`src/rtl/errlog_fold.sv`:
```
module errlog_fold #(
  parameter int REC_BYTES = 16,
  parameter int SEC_W     = 20,
  parameter int HOUR_SECS = 3600,
  parameter int CSUM_OFS  = 0,
  parameter int LEN_OFS   = 1,
  parameter int CNT_OFS   = 4,
  parameter int HRS_OFS   = 8,
  localparam int AW = $clog2(REC_BYTES)
) (
  input  logic             clk,
  input  logic             rst_n,
  input  logic             inc_valid,
  input  logic [1:0]       inc_sel,
  input  logic [7:0]       inc_amt,
  output logic             inc_ready,
  input  logic             sec_tick,
  output logic [SEC_W-1:0] secs,
  input  logic             upd_req,
  output logic             upd_busy,
  output logic             upd_done,
  output logic             changed,
  output logic [AW-1:0]    hwm,
  output logic [AW:0]      wb_len,
  input  logic             img_we,
  input  logic [AW-1:0]    img_waddr,
  input  logic [7:0]       img_wdata,
  input  logic [AW-1:0]    img_raddr,
  output logic [7:0]       img_rdata
);
  localparam logic [SEC_W-1:0] HSEC = SEC_W'(HOUR_SECS);
  localparam logic [AW:0]      RECN = (AW+1)'(REC_BYTES);
  localparam int               TW   = SEC_W + 17;

  typedef enum logic [2:0] {S_IDLE, S_MERGE, S_HOURS, S_SUM, S_FIN} st_t;
  st_t st;

  logic [7:0]  mem [REC_BYTES];
  logic [7:0]  pend [4];
  logic [AW:0] idx;
  logic [7:0]  sum;

  assign upd_busy  = st != S_IDLE;
  assign inc_ready = !upd_busy && !upd_req;
  assign img_rdata = mem[img_raddr];

  logic [8:0] inc_sum;
  assign inc_sum = {1'b0, pend[inc_sel]} + {1'b0, inc_amt};

  logic [1:0]    k;
  logic [AW-1:0] cnt_a;
  logic [8:0]    mrg_sum;
  logic [7:0]    mrg;
  assign k       = idx[1:0];
  assign cnt_a   = AW'(CNT_OFS) + AW'(k);
  assign mrg_sum = {1'b0, mem[cnt_a]} + {1'b0, pend[k]};
  assign mrg     = mrg_sum[8] ? 8'hFF : mrg_sum[7:0];

  logic [SEC_W-1:0] hrs, sec_up;
  logic [SEC_W:0]   sec_up_w;
  assign hrs      = secs / HSEC;
  assign sec_up_w = {1'b0, secs} + (SEC_W+1)'(sec_tick);
  assign sec_up   = sec_up_w[SEC_W] ? '1 : sec_up_w[SEC_W-1:0];

  logic [TW-1:0] hr_tot;
  logic [15:0]   hr_new;
  assign hr_tot = TW'({mem[HRS_OFS+1], mem[HRS_OFS]}) + TW'(hrs);
  assign hr_new = (hr_tot > TW'(17'h0FFFF)) ? 16'hFFFF : hr_tot[15:0];

  logic [AW:0] n;
  assign n = (32'(mem[LEN_OFS]) > REC_BYTES) ? RECN : (AW+1)'(mem[LEN_OFS]);

  logic noop;
  assign noop = ((pend[0] | pend[1] | pend[2] | pend[3]) == 8'd0) && (secs < HSEC);

  always_ff @(posedge clk) begin
    if (!rst_n) begin
      st       <= S_IDLE;
      secs     <= '0;
      upd_done <= 1'b0;
      changed  <= 1'b0;
      hwm      <= '0;
      wb_len   <= '0;
      idx      <= '0;
      sum      <= '0;
      for (int i = 0; i < 4; i++) pend[i] <= '0;
      for (int i = 0; i < REC_BYTES; i++) mem[i] <= '0;
    end else begin
      upd_done <= 1'b0;
      secs     <= sec_up;
      if (inc_valid && inc_ready)
        pend[inc_sel] <= inc_sum[8] ? 8'hFF : inc_sum[7:0];
      if (!upd_busy && img_we)
        mem[img_waddr] <= img_wdata;
      case (st)
        S_IDLE: if (upd_req) begin
          changed <= 1'b0;
          hwm     <= '0;
          wb_len  <= '0;
          idx     <= '0;
          if (noop) upd_done <= 1'b1;
          else      st       <= S_MERGE;
        end
        S_MERGE: begin
          if (pend[k] != 8'd0) begin
            if (mrg != mem[cnt_a]) begin
              mem[cnt_a] <= mrg;
              changed    <= 1'b1;
              hwm        <= cnt_a;
            end
            pend[k] <= '0;
          end
          idx <= idx + 1'b1;
          if (k == 2'd3) st <= S_HOURS;
        end
        S_HOURS: begin
          secs <= sec_up - hrs * HSEC;
          if (hrs != '0) begin
            if (hr_new[7:0] != mem[HRS_OFS]) begin
              mem[HRS_OFS] <= hr_new[7:0];
              changed      <= 1'b1;
              hwm          <= AW'(HRS_OFS);
            end
            if (hr_new[15:8] != mem[HRS_OFS+1]) begin
              mem[HRS_OFS+1] <= hr_new[15:8];
              changed        <= 1'b1;
              hwm            <= AW'(HRS_OFS + 1);
            end
          end
          idx <= '0;
          sum <= '0;
          st  <= S_SUM;
        end
        S_SUM: begin
          if (!changed || idx == n) st <= S_FIN;
          else begin
            sum <= sum + mem[idx[AW-1:0]];
            idx <= idx + 1'b1;
          end
        end
        S_FIN: begin
          if (changed) begin
            mem[CSUM_OFS] <= ~(sum - mem[CSUM_OFS]);
            wb_len        <= (AW+1)'(hwm) + 1'b1;
          end
          upd_done <= 1'b1;
          st       <= S_IDLE;
        end
        default: st <= S_IDLE;
      endcase
    end
  end
endmodule

```
`config.mk`:
```
export PLATFORM = sky130hd
export DESIGN_NAME = errlog_fold
export DESIGN_NICKNAME = d
export VERILOG_FILES = /design/src/rtl/errlog_fold.sv
export SDC_FILE = /design/constraint.sdc
export NUM_CORES = 1
export LEC_CHECK = 0
export BUFFER_PORTS_ARGS = -buffer_cell sky130_fd_sc_hd__buf_2
export CORE_ASPECT_RATIO = 1.4
export CORE_UTILIZATION = 45
export CTS_CLUSTER_SIZE = 16
export DETAILED_ROUTE_END_ITERATION = 8
export GPL_TIMING_DRIVEN = 0
export HOLD_SLACK_MARGIN = 0.03
export PLACE_DENSITY = 0.66
export REMOVE_ABC_BUFFERS = 1
export SLEW_MARGIN = 10
export SYNTH_ARGS = -nofsm -noshare
export SYNTH_HDL_FRONTEND = slang
export SYNTH_SLANG_ARGS = --single-unit
```
`constraint.sdc`:
```
create_clock -name clk -period 9 [get_ports clk]
set_input_delay 0.9 -clock clk [delete_from_list [all_inputs] [get_ports clk]]
set_output_delay 0.9 -clock clk [all_outputs]
set_load 0.03 [all_outputs]
```
Yosys cells after proc, flatten, opt, wreduce, memory -nomap -nowiden
Memory sizes are Yosys's and may differ from the RTL's. A register that Yosys moved wholly into a read port is not among the register bits.
Index checks and enable logic that the tools add are counted.
Storage, ports and cells
  register bits: 47
  memory bits (writable): 160
  output and inout bits: 41
  word-level logic and storage cells: 161
  memories: 2
Memory list
  mem: depth 16, bits a word 8, rd ports 7, clocked after Yosys merged registers in 1, write ports 16, line 38  | logic [7:0] mem [REC_BYTES];
  pend: depth 4, bits a word 8, rd ports 6, clocked after Yosys merged registers in 1, write ports 4, line 39  | logic [7:0] pend [4];
Operators by class
  add/subtract/negate cells: 10
  $mul: 1
  div/mod/pow operators: 1
  order comparisons: 3
  equality and inequality tests: 19
  muxes and demuxes: 84
  bitwise operators: 7
  reductions and logical operators: 26
Operators with widths (count)
  8-bit two-way mux: 10
  1-bit two-way mux: 42
  20-bit two-way mux: 2
  4-bit two-way mux: 10
  8-bit OR reduction: 4
  8-bit inequality test: 3
  8-bit bitwise OR: 3
  16-bit by 20-bit adder with 21-bit output: 1
  20-bit by 1-bit adder with 21-bit output: 1
  21-bit by 16-bit > comparator with 1-bit output (second input constant): 1
  20-bit by 12-bit divider with 20-bit output (second input constant): 1
  20-bit by 12-bit less-than comparator with 1-bit output (second input constant): 1
  20-bit by 8-bit multiplier with 16-bit output (second input constant): 1
  5-bit two-way mux: 4
  5-bit case mux with 4 select lines: 1
  20-bit nonzero test: 1
  20-bit subtractor: 1
  8-bit by 8-bit adder with 9-bit output: 2
  2-bit inequality test (second input constant): 9
  16-bit two-way mux: 1
  8-bit case mux with 2 select lines: 1
  3-bit two-way mux: 4
  3-bit case mux with 4 select lines: 1
  4-bit case mux with 3 select lines: 1
  31 further kinds: 45

Depth between registers and ports, before layout
An unclocked memory read counts as a cell.
  depth in word-level cells: 12
  mapped depth: 49
  gate-level depth less buffers: 46

Worst setup path before layout
No wires, ideal clock.
  path kind: register to register
  start point: register secs[14]
  end point: register secs[19]
  library setup time: 128 ps
  data arrival time: 9839 ps
  data required time: 8872 ps
  setup slack: -967 ps
  cell stages (with the launch flop): 46
  path buffers: 4
  path through: dfxtp_1 > buf_6 > or4_4 > buf_6 > o22ai_4 > nor2_2 > or4_1 > buf_2 > a41o_4 > inv_2 > a221oi_2 > a311o_1 > and3_1 > or2_1 > buf_6 > nor4_4 > o31ai_4 > a31oi_1 > [... 10 more ...] > ha_1 > ha_1 > ha_1 > fa_1 > inv_1 > ha_1 > inv_1 > o21bai_1 > a21oi_1 > o21bai_1 > a21oi_1 > o21bai_1 > a21o_1 > a21oi_1 > xnor2_1 > nand2_1 > xnor2_1 > nor2_1
On the way
  cells in the longest elaborated chain, start to end: 4
Ends and longest elaborated chain
  from (decl): line 18  | output logic [SEC_W-1:0] secs,
  from (signal assigned): line 90  | secs <= sec_up;
  from (signal assigned): line 117  | secs <= sec_up - hrs * HSEC;
  20-bit by 12-bit divider with 20-bit output / 20-bit by 1-bit adder with 21-bit output (equally long branches): line 61, 62
  20-bit by 8-bit multiplier with 16-bit output / 20-bit two-way mux (equally long branches): line 117, 63
  20-bit subtractor: line 117
  20-bit two-way mux *: line 95  | case (st)
Every way passes the cells marked *; elsewhere a longest branch is shown, timed or not.
A chain may end at the register's enable or synchronous reset.

Worst setup path in the final report
  start point: register secs[14]
  end point: register changed
On the way
  cells in the longest elaborated chain, start to end: 8
Ends and longest elaborated chain
  20-bit by 12-bit divider with 20-bit output *: line 61  | assign hrs = secs / HSEC;
  16-bit by 20-bit adder with 21-bit output: line 67  | assign hr_tot = TW'({mem[HRS_OFS+1], mem[HRS_OFS]}) + TW'(hrs);
  21-bit by 16-bit > comparator with 1-bit output: line 68  | assign hr_new = (hr_tot > TW'(17'h0FFFF)) ? 16'hFFFF : hr_tot[15:0];
  16-bit two-way mux: line 68
  8-bit inequality test: line 124  | if (hr_new[15:8] != mem[HRS_OFS+1]) begin
  1-bit two-way mux: line 124
  1-bit two-way mux: line 118  | if (hrs != '0) begin
  1-bit case mux with 3 select lines: line 95
  to (signal assigned): line 97  | changed <= 1'b0;
  to (signal assigned): line 121  | changed <= 1'b1;
  to (signal assigned): line 126  | changed <= 1'b1;
  to (decl): line 22  | output logic changed,
Every way passes the cells marked *; elsewhere a longest branch is shown, timed or not. The select of a mux whose other input is x is not followed.

==> out/qor.csv <==
metric,value,unit
worst skew pair latency,0.52,ns
"Remaining Overflow, GRT",0,
fin nets,1951,
Area Overhead vs Synth,19.1,%
fraction of the mapped netlist area in adder cells,9.37,%
Synth Area in XOR/XNOR,4.63,%
number of global-route vias before repair,13900,
post-synth top area share,28.6,%
Die Y,231,um
Synth area leaders,"edfxtp_1, mux4_2, ha_1",
clock slew at reported path FFs,0.06,ns
layout cell share with drive strength beyond 1,28.1,%
H-tree lvl count,1,
Post-Syn Area,16800,um^2
synth cell count leaders,"nor2_1, edfxtp_1, nand2_1",
max cap viols,0,
cell area after placement,17600,um^2
Slew @ Worst Pin,1.19,ns
first-pass GRT wire length,75800,um
CP max stage delay,0.55,ns
final setup margin,-0.817,ns
largest family of logic cells by synthesized area,simple AND/OR/NAND/NOR gates,
Finished Cell Area,20000,um^2
drt first pass iters,8,
status,finished with violations,
Die Wd,165,um
Post-Route WL,49900,um
largest net degree at the start of global routing,44,
RSZ-0062 raised after global routing,true,
ANT cells,0,
Iter 0 DRT Violations,1333,
FP Rows,83,
simple-gate share of the synthesized area,16.3,%
Worst VDD drop,0.000170,V
Crit-path slowest cell,or4_4,
Starting Density,45.8,%
Core ar.,36800,um^2
Tot GR Track Use,25.8,%
DR vias/cell,6.19,
top_reg_cell synth,edfxtp_1,
DRC Markers,6,
Final TNS setup,-29.52,ns
Synth async-reset ratio,0,%
CP Capture Type,flop,
Synth Area in Compound Gates,15.3,%
cells after synthesis,1687,
Final period util,109,%
#FFs+latches synth,211,
Final Hold Viols,0,
die area,38200,um^2
Worst Path Max Fanout,7,
fmax,102,MHz
Layout Skew,0.0154,ns
Synth area leader,edfxtp_1,
sequential element share of the synthesized area,34.6,%
DP HPWL,35300,um
root buf cell,clkbuf_16,
initial antenna violation count,0,
CP required,9.41,ns
Layout fillers,3202,
fin. max-slew vios,0,
RD Place Congestion,0.942,
most numerous cell in the Yosys netlist,nor2_1,
worst setup path class,flop to flop,
CTS tree,done,
Final ANT Viol Nets,0,
worst hold path type,flop to flop,
Syn Area/Cell,9.97,um^2
crit start category,flop,
I/O pins,73,
failing checks,"design-rule violations, negative setup slack",
Port Buf Inserts,72,
TritonCTS Sinks,211,
P_leak,8.01,nW
warnings from Yosys,0,
Max clock buf depth,3,
PD cells,119,nW/um^2
number of setup violations in the final report,44,
Yosys cell types,100,
Post-synth EDFFs,160,
via count,14200,
DR WL/cell,21.8,um
WP data arrival,10.23,ns
Inserted Clock Buffers,21,
multiplexer share of the synthesized area,15.2,%
Rel. slew slack,20.1,%
min Tclk post-route,9.82,ns
worst max-delay path, delay by kind of cell, from the launching register on:
family                     cells  cell delay, ns
DFF                            1            0.36
adders and majority gates      2            0.53
and+or+nand+nor               12            2.81
muxes                          2            0.68
AOI/OAI and AO/OA             20            4.59
xor gates and xnor gates       1            0.14
buffers and inverters          6            0.60
power breakdown:
part           switching (W)  total (W)  internal (W)  leakage [nW]
combinational       0.000222   0.000374      0.000152          5.61
clock               0.000397   0.000887      0.000490         0.320
sequential         0.0000408    0.00112       0.00108          2.08
cells by family (layout without fill, tap and decap cells):
group	count (synthesis)	count (layout)
fa+ha+maj	117	117
simple gates	579	579
buf+inv	199	332
mux	123	123
compound gates	369	369
xor+xnor	89	89
flops	211	211
per-stage QoR:
stage	instances	setup WS [ns]	hold slack, ns	total power [W]	utilization (%)
2_1_floorplan	1598	-1.22	0.465	0.00137	-
3_3_place_gp	2137	-2.71	0.487	0.00148	47.4
3_5_place_dp	2145	-2.90	0.494	0.00151	47.8
4_1_cts	2257	-0.776	0.506	0.00238	52.8
5_1_grt	2287	-1.11	0.529	0.00246	54.5
6_report	2287	-0.817	0.504	0.00239	54.5
metal layers:
metal,track usage (%),part of all wire (%),vias up
met2,46.6,53,551
met1,30.0,37,6968
li1,-,-,6526
met5,0,0,-
met3,2.41,5.2,122
met4,12.6,5.1,0
repair_timing:
| action | in CTS | in global routing |
|---|---|---|
| setup endpoints to repair | 47 | 45 |
| gates cloned | 0 | 0 |
| buffers inserted | 74 | 30 |
| hold buffers | 0 | 0 |
| endpoints found under the hold margin | 0 | 0 |
| pin swaps | 71 | 47 |
| gates resized for setup | 121 | 74 |
state kept, by name, indices dropped and copies added (netlist names), named ones only:
| register | flops |
|---|---|
| changed | 1 |
| hwm | 4 |
| idx | 5 |
| mem | 128 |
| pend | 32 |
| secs | 20 |
| st | 3 |
| sum | 8 |
| upd_done | 1 |
| wb_len | 5 |
cell type report:
class	count	area, um^2	share of cell area (%)
Timing Repair Buffer	184	1340	6.68
Clock buffer	22	529	2.64
Multi-Input combinational cell	1277	11100	55.6
Tap cell	467	584	2.92
Clock inverter	16	150	0.749
Inverter	110	428	2.14
Sequential cell	211	5860	29.2
final timing paths:
kind	startpoint	endpoint	slack, ns	cells past startpoint
hold reg to reg	sum[2]	sum[2]	0.50	2
hold / removal	sum[2]	sum[2]	0.50	2
setup / recovery	secs[14]	changed	-0.82	43
setup reg to reg	secs[14]	changed	-0.82	43
layout by cell type (no fill, tap or decap), types with 15 or more instances in the layout:
master     count
dfxtp_1       40
o22ai_1       15
nand4_1       18
nand3_1       36
buf_4         91
ha_1          90
xnor2_1       59
nor3_1        26
o21bai_1      23
a21o_1        23
buf_2         72
a21oi_2       20
o21ai_0       53
nand2b_1      17
inv_1         98
mux4_2       104
edfxtp_1     160
xor2_1        22
nor4_1        15
nor2_1       226
a21oi_1       81
nand2_1      120
clkbuf_16     21
(Power assumes the default switching activity.)
